$ cat config.mk
export PLATFORM = sky130hd
export DESIGN_NAME = key_i2c_slave
export DESIGN_NICKNAME = d
export VERILOG_FILES = /design/src/rtl/key_i2c_pkg.sv /design/src/rtl/key_i2c_line_sync.sv /design/src/rtl/key_i2c_cond_detect.sv /design/src/rtl/key_i2c_fsm.sv /design/src/rtl/key_i2c_slave.sv
export SDC_FILE = /design/constraint.sdc
export NUM_CORES = 1
export LEC_CHECK = 0
export BUFFER_PORTS_ARGS = -buffer_cell sky130_fd_sc_hd__buf_4
export CAP_MARGIN = 20
export CORE_MARGIN = 2
export CORE_UTILIZATION = 40
export DETAILED_ROUTE_END_ITERATION = 10
export PLACE_DENSITY = 0.64
export SYNTH_ARGS = -nofsm -noshare
export SYNTH_HDL_FRONTEND = slang
export SYNTH_SLANG_ARGS = --single-unit
$ cat constraint.sdc
create_clock -name clk_i -period 4.65 [get_ports clk_i]
set_input_delay 0.2325 -clock clk_i [delete_from_list [all_inputs] [get_ports clk_i]]
set_output_delay 0.2325 -clock clk_i [all_outputs]
set_load 0.01 [all_outputs]
$ cat src/rtl/key_i2c_pkg.sv
package key_i2c_pkg;

    localparam int BYTE_W = 8;
    localparam int BCNT_W = 4;

    typedef enum logic [2:0] {
        ST_IDLE,
        ST_ADDR,
        ST_ADDR_ACK,
        ST_TX,
        ST_TX_ACK,
        ST_WAIT
    } fsm_state_e;

endpackage

$ cat src/rtl/key_i2c_line_sync.sv
module key_i2c_line_sync #(
    parameter int STAGES = 2
) (
    input  logic clk_i,
    input  logic rst_ni,
    input  logic line_i,
    output logic line_o,
    output logic line_prev_o
);

    typedef struct packed {
        logic [STAGES-1:0] pipe;
        logic              prev;
    } sync_t;

    sync_t s_d, s_q;

    always_comb begin
        s_d      = s_q;
        s_d.pipe = {s_q.pipe[STAGES-2:0], line_i};
        s_d.prev = s_q.pipe[STAGES-1];
    end

    always_ff @(posedge clk_i or negedge rst_ni) begin
        if (!rst_ni) begin
            s_q <= '1;
        end else begin
            s_q <= s_d;
        end
    end

    assign line_o      = s_q.pipe[STAGES-1];
    assign line_prev_o = s_q.prev;

endmodule

$ cat src/rtl/key_i2c_cond_detect.sv
module key_i2c_cond_detect (
    input  logic scl_lvl_i,
    input  logic scl_prev_i,
    input  logic sda_lvl_i,
    input  logic sda_prev_i,
    output logic start_o,
    output logic stop_o,
    output logic scl_rise_o,
    output logic scl_fall_o
);

    logic scl_held_high;

    always_comb begin
        scl_held_high = scl_lvl_i & scl_prev_i;
        start_o       = scl_held_high & sda_prev_i & ~sda_lvl_i;
        stop_o        = scl_held_high & ~sda_prev_i & sda_lvl_i;
        scl_rise_o    = scl_lvl_i & ~scl_prev_i;
        scl_fall_o    = ~scl_lvl_i & scl_prev_i;
    end

endmodule

$ cat src/rtl/key_i2c_fsm.sv
module key_i2c_fsm
    import key_i2c_pkg::*;
#(
    parameter int         KEY_W    = 16,
    parameter logic [6:0] DEV_ADDR = 7'b1010111
) (
    input  logic             clk_i,
    input  logic             rst_ni,
    input  logic [KEY_W-1:0] keys_i,
    input  logic             sda_lvl_i,
    input  logic             scl_rise_i,
    input  logic             scl_fall_i,
    input  logic             start_i,
    input  logic             stop_i,
    output logic             sda_pull_o,
    output fsm_state_e       state_o
);

    localparam int NUM_BYTES = KEY_W / BYTE_W;
    localparam int SEL_W     = (NUM_BYTES > 1) ? $clog2(NUM_BYTES) : 1;
    localparam logic [BCNT_W-1:0] BITS_DONE = BCNT_W'(BYTE_W);
    localparam logic [BCNT_W-1:0] ACK_SEEN  = BCNT_W'(BYTE_W + 1);
    localparam logic [SEL_W-1:0]  SEL_LAST  = SEL_W'(NUM_BYTES - 1);
    localparam logic [BYTE_W-1:0] RD_MATCH  = {DEV_ADDR, 1'b1};

    typedef struct packed {
        fsm_state_e        st;
        logic [BCNT_W-1:0] bcnt;
        logic [BYTE_W-1:0] sh;
        logic [KEY_W-1:0]  snap;
        logic [SEL_W-1:0]  sel;
        logic              pull;
    } regs_t;

    regs_t r_d, r_q;
    logic [BYTE_W-1:0] cur_byte;
    logic [SEL_W-1:0]  sel_next;

    always_comb begin
        cur_byte = r_q.snap[32'(r_q.sel) * BYTE_W +: BYTE_W];
        sel_next = (r_q.sel == SEL_LAST) ? '0 : r_q.sel + 1'b1;
    end

    always_comb begin
        r_d = r_q;
        if (start_i) begin
            r_d.st   = ST_ADDR;
            r_d.bcnt = '0;
            r_d.sh   = '0;
            r_d.pull = 1'b0;
        end else if (stop_i) begin
            r_d.st   = ST_IDLE;
            r_d.pull = 1'b0;
        end else begin
            unique case (r_q.st)
                ST_IDLE: ;
                ST_ADDR: begin
                    if (scl_rise_i) begin
                        r_d.sh   = {r_q.sh[BYTE_W-2:0], sda_lvl_i};
                        r_d.bcnt = r_q.bcnt + 1'b1;
                    end else if (scl_fall_i && r_q.bcnt == BITS_DONE) begin
                        if (r_q.sh == RD_MATCH) begin
                            r_d.st   = ST_ADDR_ACK;
                            r_d.pull = 1'b1;
                            r_d.snap = keys_i;
                            r_d.sel  = '0;
                        end else begin
                            r_d.st   = ST_WAIT;
                            r_d.pull = 1'b0;
                        end
                    end
                end
                ST_ADDR_ACK: begin
                    if (scl_fall_i) begin
                        r_d.st   = ST_TX;
                        r_d.sh   = cur_byte;
                        r_d.pull = ~cur_byte[BYTE_W-1];
                        r_d.bcnt = '0;
                        r_d.sel  = sel_next;
                    end
                end
                ST_TX: begin
                    if (scl_rise_i) begin
                        r_d.bcnt = r_q.bcnt + 1'b1;
                    end else if (scl_fall_i) begin
                        if (r_q.bcnt == BITS_DONE) begin
                            r_d.st   = ST_TX_ACK;
                            r_d.pull = 1'b0;
                        end else begin
                            r_d.sh   = {r_q.sh[BYTE_W-2:0], 1'b0};
                            r_d.pull = ~r_q.sh[BYTE_W-2];
                        end
                    end
                end
                ST_TX_ACK: begin
                    if (scl_rise_i) begin
                        if (sda_lvl_i) begin
                            r_d.st = ST_WAIT;
                        end else begin
                            r_d.bcnt = ACK_SEEN;
                        end
                    end else if (scl_fall_i && r_q.bcnt == ACK_SEEN) begin
                        r_d.st   = ST_TX;
                        r_d.sh   = cur_byte;
                        r_d.pull = ~cur_byte[BYTE_W-1];
                        r_d.bcnt = '0;
                        r_d.sel  = sel_next;
                    end
                end
                ST_WAIT: r_d.pull = 1'b0;
                default: begin
                    r_d.st   = ST_IDLE;
                    r_d.pull = 1'b0;
                end
            endcase
        end
    end

    always_ff @(posedge clk_i or negedge rst_ni) begin
        if (!rst_ni) begin
            r_q    <= '0;
            r_q.st <= ST_IDLE;
        end else begin
            r_q <= r_d;
        end
    end

    assign sda_pull_o = r_q.pull;
    assign state_o    = r_q.st;

endmodule

$ cat src/rtl/key_i2c_slave.sv
module key_i2c_slave
    import key_i2c_pkg::*;
#(
    parameter int         KEY_W       = 16,
    parameter int         SYNC_STAGES = 2,
    parameter logic [6:0] DEV_ADDR    = 7'b1010111
) (
    input  logic             clk_i,
    input  logic             rst_ni,
    input  logic [KEY_W-1:0] keys_i,
    input  logic             scl_i,
    input  logic             sda_i,
    output logic             sda_pull_o
);

    localparam int LINES = 2;
    localparam int L_SDA = 0;
    localparam int L_SCL = 1;

    logic [LINES-1:0] raw_lines;
    logic [LINES-1:0] line_lvl;
    logic [LINES-1:0] line_prev;
    logic             scl_lvl;
    logic             start_det;
    logic             stop_det;
    logic             scl_rise;
    logic             scl_fall;
    fsm_state_e       fsm_state;

    assign raw_lines = {scl_i, sda_i};

    for (genvar g = 0; g < LINES; g++) begin : g_sync
        key_i2c_line_sync #(
            .STAGES(SYNC_STAGES)
        ) u_sync (
            .clk_i      (clk_i),
            .rst_ni     (rst_ni),
            .line_i     (raw_lines[g]),
            .line_o     (line_lvl[g]),
            .line_prev_o(line_prev[g])
        );
    end

    assign scl_lvl = line_lvl[L_SCL];

    key_i2c_cond_detect u_cond (
        .scl_lvl_i (scl_lvl),
        .scl_prev_i(line_prev[L_SCL]),
        .sda_lvl_i (line_lvl[L_SDA]),
        .sda_prev_i(line_prev[L_SDA]),
        .start_o   (start_det),
        .stop_o    (stop_det),
        .scl_rise_o(scl_rise),
        .scl_fall_o(scl_fall)
    );

    key_i2c_fsm #(
        .KEY_W   (KEY_W),
        .DEV_ADDR(DEV_ADDR)
    ) u_fsm (
        .clk_i     (clk_i),
        .rst_ni    (rst_ni),
        .keys_i    (keys_i),
        .sda_lvl_i (line_lvl[L_SDA]),
        .scl_rise_i(scl_rise),
        .scl_fall_i(scl_fall),
        .start_i   (start_det),
        .stop_i    (stop_det),
        .sda_pull_o(sda_pull_o),
        .state_o   (fsm_state)
    );

endmodule

==> impl_metrics.yaml, run 1 <==
sta:
  rsz0062_at_grt: "false"
  finalCritPeriodShare_pct: 48.9
  setup_viol: 0
  relSlewSlack_pct: 47.3
  fin_tns_setup_ns: 0
  finalClockSkew_ns: 0.0140
  hold_viol_final: 0
  final_max_slew_viol_count: 0
  finalCriticalPeriod_ns: 2.28
  worst_slew_pin_slew_ns: 0.788
  fmax_mhz: 440
setup_path:
  cp_slowest_cell: "nor3_4"
  path_class: "reg -> reg"
  worst-path-max-fanout: 16
  cp.required_ns: 4.83
  setup.worst_path.end_class: "flip-flop"
  worstPathArrival_ns: 2.45
  cp-start-kind: "flip-flop"
  max_stage_delay_ns: 0.68
  r2r_cells: 6
  cp_cell_sequence: "inv_1 -> ha_1 -> and3b_1 -> nand2_1 -> nor3_4 -> mux2_2"
clock_tree:
  cts_buffers: 5
  clock_path_buffers: 2
  clock-sinks: 39
  postCtsSetupBuffers: 0
  cts.root.buffer_cell: "clkbuf_8"
  cts_resized: 0
  holdBufCountCts: 1
  htree_levels: 2
  clkSlewWorstSetupHoldPaths_ns: 0.09
  cts_tree: "yes"
  worstSkewPairLatency_ns: 0.30
layout:
  multi_input_area_um2: 1160
  fillers: 543
  nets: 239
  seqCellArea_um2: 983
  drive_above_1_share_pct: 30.0
  diodes: 0
  synthToLayoutAreaGrowth_pct: 11.0
  mostFrequentLayoutCell: "dfrtp_1"
  final_cell_mix: "dfrtp_1, buf_4, mux2_2"
logic_synthesis:
  syn_area_um2: 2260
  syn_inst: 200
  synth-seq-cells: 39
  syn-mean-instance-area_um2: 11.3
  synth_ff_type: "dfrtp_1"
  synthArstFlopShare_pct: 100
  synth_edf_count: 0
  synth_seq_area_share_pct: 43.6
  ys_types: 59
  syn-num-nets: 223
  ys_warn_count: 0
global_route:
  antenna_found_initial: 0
  grt.overflow.total: 0
  grt_max_degree: 40
  grt_util_all_layers_pct: 16.2
  grt_pass1_vias: 1575
  grt_pass1_wl_um: 7780
detailed_routing:
  vias: 1599
  drt_wl_total_um: 4570
  drtIter0Drc: 87
  wl_per_cell_um: 15.8
  postRouteAntennaNets: 0
  drc_errors: 0
  viasPerCell: 5.53
  dr.pass1.iters: 4
run_status:
  status: "complete, no violations"
floorplan:
  dieHeight_um: 79.1
  die_x_um: 79.1
  coreArea_um2: 5470
  start_util_pct: 41.2
  num_rows: 27
  dieArea_um2: 6260
  num_io_pins: 21
hold_path:
  hold_depth: 1
  hp-class: "in -> reg"
power:
  pwr_density_cell_nw_per_um2: 476
  total_power_mw: 1.19
  ir_worst_vdd_v: 0.000199
  p_leak_nw: 1.10
run:
  cap_violations: 0
place:
  dp_hpwl_um: 3080
  portBuffers: 20
  gp_congestion: 0.860
[final timing paths]
kind	start	to	slack, ns
worst max-delay path	u_fsm.r_q[26]	u_fsm.r_q[13]	2.37
worst min-delay path	scl_i	g_sync[1].u_sync.s_d[2]	0.05
worst max register to register	u_fsm.r_q[26]	u_fsm.r_q[13]	2.37
worst min register to register	g_sync[0].u_sync.s_d[2]	g_sync[0].u_sync.line_o	0.36
max in group asynchronous	rst_ni	g_sync[0].u_sync.s_d[2]	3.84
min in group asynchronous	rst_ni	u_fsm.r_q[26]	0.44
[worst max-delay path, delay by kind of cell, from the launching register on]
kind / cells / cell delay (ns)
AND/OR/NAND/NOR: 3 / 1.05
buffers and inverters: 1 / 0.10
adder cells (fa/ha/maj): 1 / 0.17
multiplexers: 1 / 0.41
flip-flops: 1 / 0.42
[flip-flops by register name, indices dropped and copies added, names as in the netlist]
name,count
g_sync.u_sync.line_o,2
g_sync.u_sync.s_d,2
g_sync.u_sync.line_prev_o,2
u_fsm.state_o,3
u_fsm.r_q,29
u_fsm.sda_pull_o,1
[through the flow]
stage	setup WS (ns)	utilization, %	area [µm²]	hold slack (ns)	instances
final	2.37	45.8	2500	0.0469	289
after global routing	2.18	45.8	2500	0.0269	289
after CTS	2.34	45.8	2500	0.0311	289
after detailed placement	2.37	44.0	2410	0.239	280
after global placement	2.40	44.0	2410	0.241	280
after floorplan	2.77	-	2260	-0.0631	200
[synthesized netlist by cell type, types with 2 or more instances]
library cell / count / area share (%)
dfrtp_1: 33 / 37
mux2_2: 19 / 9.5
mux2i_1: 11 / 4.9
a211oi_1: 9 / 3.0
a21oi_1: 8 / 1.8
mux2_1: 8 / 4.0
nor2_1: 8 / 1.3
o21ai_0: 7 / 1.6
buf_2: 6 / 1.3
dfstp_2: 6 / 7.0
nand2_1: 6 / 1.0
nand3_1: 6 / 1.3
inv_1: 5 / 0.83
buf_6: 4 / 2.0
nand3b_1: 4 / 1.3
and3_1: 3 / 0.83
ha_1: 3 / 1.7
nand4_1: 3 / 0.83
nor3_1: 3 / 0.66
a22oi_1: 2 / 0.66
and2_1: 2 / 0.55
and4_1: 2 / 0.78
buf_4: 2 / 0.66
nand2b_1: 2 / 0.55
o211ai_1: 2 / 0.66
o41ai_1: 2 / 0.78
or3b_1: 2 / 0.78
[report_power, final]
| group | leakage (nW) | total [mW] | internal [mW] | switching, mW |
|---|---|---|---|---|
| Sequential | 0.506 | 0.504 | 0.405 | 0.0993 |
| Combinational | 0.551 | 0.456 | 0.233 | 0.224 |
| Clock | 0.0412 | 0.231 | 0.105 | 0.126 |
[cells by family after synthesis]
family | Yosys count | share of synthesized area [%]
flops | 39 | 43.6
fa+ha+maj | 3 | 1.66
xor+xnor | 1 | 0.388
compound gates | 43 | 14.0
mux | 38 | 18.3
simple gates | 57 | 16.8
buf+inv | 19 | 5.21
[final cells by class]
| class | instances | share of cell area, % |
|---|---|---|
| Clock buffer | 6 | 2.90 |
| Inverter | 6 | 0.899 |
| Timing Repair Buffer | 22 | 6.69 |
| Clock inverter | 2 | 0.500 |
| Tap cell | 72 | 3.60 |
| Sequential cell | 39 | 39.3 |
| Multi-Input combinational cell | 142 | 46.2 |
[routing by layer]
metal / GRT usage, % / part of all wire [%]
met5: 0 / 0
met2: 22.9 / 43
met4: 9.48 / 3.1
met1: 23.0 / 49
met3: 3.07 / 4.3
(Power assumes the default switching activity.)
==> run 2: changes to the inputs <==
==> constraint.sdc (replaced) <==
create_clock -name clk_i -period 2.3 [get_ports clk_i]
set_input_delay 0.115 -clock clk_i [delete_from_list [all_inputs] [get_ports clk_i]]
set_output_delay 0.115 -clock clk_i [all_outputs]
set_load 0.01 [all_outputs]
==> impl_metrics.yaml, run 2 (synthesized netlist as in run 1, its figures left out) <==
run_status:
  status: "complete, no violations"
detailed_routing:
  drtIter0Drc: 94
  drt_wl_total_um: 4450
  vias: 1667
  drc_errors: 0
  dr.pass1.iters: 4
  wl_per_cell_um: 15.1
  postRouteAntennaNets: 0
  viasPerCell: 5.67
power:
  pwr_density_cell_nw_per_um2: 949
  p_clk_share_pct: 18.7
  switching_share_pct: 37.4
  intPower_mw: 1.52
  p_leak_nw: 1.12
  seqPwrFrac_pct: 40.6
  power_frac_comb_pct: 40.7
  ir_worst_vdd_v: 0.000455
  power.switching_mw: 0.909
layout:
  synthToLayoutAreaGrowth_pct: 13.4
  nets: 244
  multi_input_area_um2: 1160
  diodes: 0
  largest_register: "u_fsm.r_q"
  largest_reg_flops: 29
  mostFrequentLayoutCell: "dfrtp_1"
  fillers: 519
  drive_above_1_share_pct: 30.6
  final_area_um2: 2560
  seqCellArea_um2: 983
  final_cell_mix: "dfrtp_1, buf_4, mux2_2"
place:
  dp_hpwl_um: 3110
  gp_congestion: 0.898
  place_area_um2: 2440
  portBuffers: 20
setup_path:
  worst-path-max-fanout: 14
  cp_slowest_cell: "dfstp_2"
  max_stage_delay_ns: 0.63
  cp_cell_sequence: "xor2_1 -> and3_1 -> o31a_1 -> a41oi_1 -> a41o_1"
  cp-start-kind: "flip-flop"
  worstPathArrival_ns: 2.25
  path_buf_inv: 0
  timing.rr.end: "u_fsm.r_q[28]"
  reg2reg_setup_slack_ns: 0.24
  crit_family: "flip-flops"
  r2r_cells: 5
  path_class: "reg -> reg"
  r2r_start: "g_sync[0].u_sync.line_o"
  cp.required_ns: 2.49
  setup.worst_path.end_class: "flip-flop"
global_route:
  grt.overflow.total: 0
  grt_util_all_layers_pct: 15.4
  grt_pass1_wl_um: 7670
  grt_pass1_vias: 1597
  antenna_found_initial: 0
  grt_max_degree: 40
sta:
  hold_viol_final: 0
  finalCriticalPeriod_ns: 2.06
  setup_viol: 0
  relSlewSlack_pct: 63.3
  fin_tns_setup_ns: 0
  finalCritPeriodShare_pct: 89.4
  finalClockSkew_ns: 0.0131
  final_max_slew_viol_count: 0
  fmax_mhz: 486
  rsz0062_at_grt: "false"
  worst_slew_pin_slew_ns: 0.551
run:
  cap_violations: 0
clock_tree:
  postCtsSetupBuffers: 0
  htree_levels: 2
  worstSkewPairLatency_ns: 0.29
  cts.root.buffer_cell: "clkbuf_8"
  clock_path_buffers: 2
  cts_buffers: 5
  cts_tree: "yes"
  clock-sinks: 39
  clkSlewWorstSetupHoldPaths_ns: 0.08
hold_path:
  min-delay-start: "keys_i[14]"
  hp-class: "in -> reg"
  hold_depth: 2
  hold_end: "u_fsm.r_q[16]"
floorplan:
  num_io_pins: 21
  dieHeight_um: 79.1
  num_rows: 27
  start_util_pct: 41.2
  coreArea_um2: 5470
  dieArea_um2: 6260
  die_x_um: 79.1
run 2: how the worst max path moves through the flow:
stage / depth (start not counted) / end / startpoint / slack, ns
final: 5 / u_fsm.r_q[28] / g_sync[0].u_sync.line_o / 0.24
after global routing: 5 / u_fsm.r_q[25] / u_fsm.state_o[2] / 0.11
after CTS: 4 / u_fsm.sda_pull_o / g_sync[0].u_sync.line_o / 0.26
after detailed placement: 5 / u_fsm.r_q[28] / g_sync[0].u_sync.line_o / 0.27
after global placement: 4 / u_fsm.sda_pull_o / g_sync[0].u_sync.line_o / 0.30
after floorplan: 7 / u_fsm.r_q[10] / u_fsm.r_q[26] / 0.42
run 2: final cells by class:
class                   count  area share (%)
inverters                   6           0.880
clock buffers               6            2.83
multi-input cells         142            45.2
repair buffers             27            8.70
clock inverters             2           0.489
flip-flops and latches     39            38.4
well taps                  72            3.52
run 2: metal layers:
metal / vias to the layer above / GRT usage [%] / share of wire (%)
li1: 788 / - / -
met1: 818 / 21.2 / 47
met2: 55 / 23.6 / 45
met3: 6 / 3.07 / 5.7
met4: 0 / 6.55 / 1.5
met5: - / 0 / 0
run 2: repair_timing:
action | in CTS | in global routing
endpoints found under the hold margin | 35 | 0
hold buffers | 3 | 0
resized for setup | 0 | 0
run 2: worst reg2reg max path, delay by kind of cell (launching register included):
kind / cells / cell delay, ns
compound gates: 3 / 0.54
flops: 1 / 0.63
simple gates: 1 / 0.55
xor+xnor: 1 / 0.25
run 2: power by group through the flow:
stage               Combinational (mW)  Clock, mW  Sequential, mW
floorplan                        0.839          0           0.913
detailed placement               0.979          0           0.993
finish                           0.988      0.455           0.987
global placement                 0.973          0           0.985
CTS                              0.987      0.471           0.980
global route                      1.10      0.498            1.01
run 2: per-stage QoR:
step	util, %	hold WS [ns]	cells	worst slack, ns	total power [mW]
floorplan	-	-0.181	200	0.422	1.75
global placement	44.7	0.119	283	0.297	1.96
detailed placement	44.7	0.121	283	0.270	1.97
CTS	46.8	0.0435	294	0.262	2.44
global route	46.8	0.0472	294	0.114	2.61
finish	46.8	0.0472	294	0.244	2.43
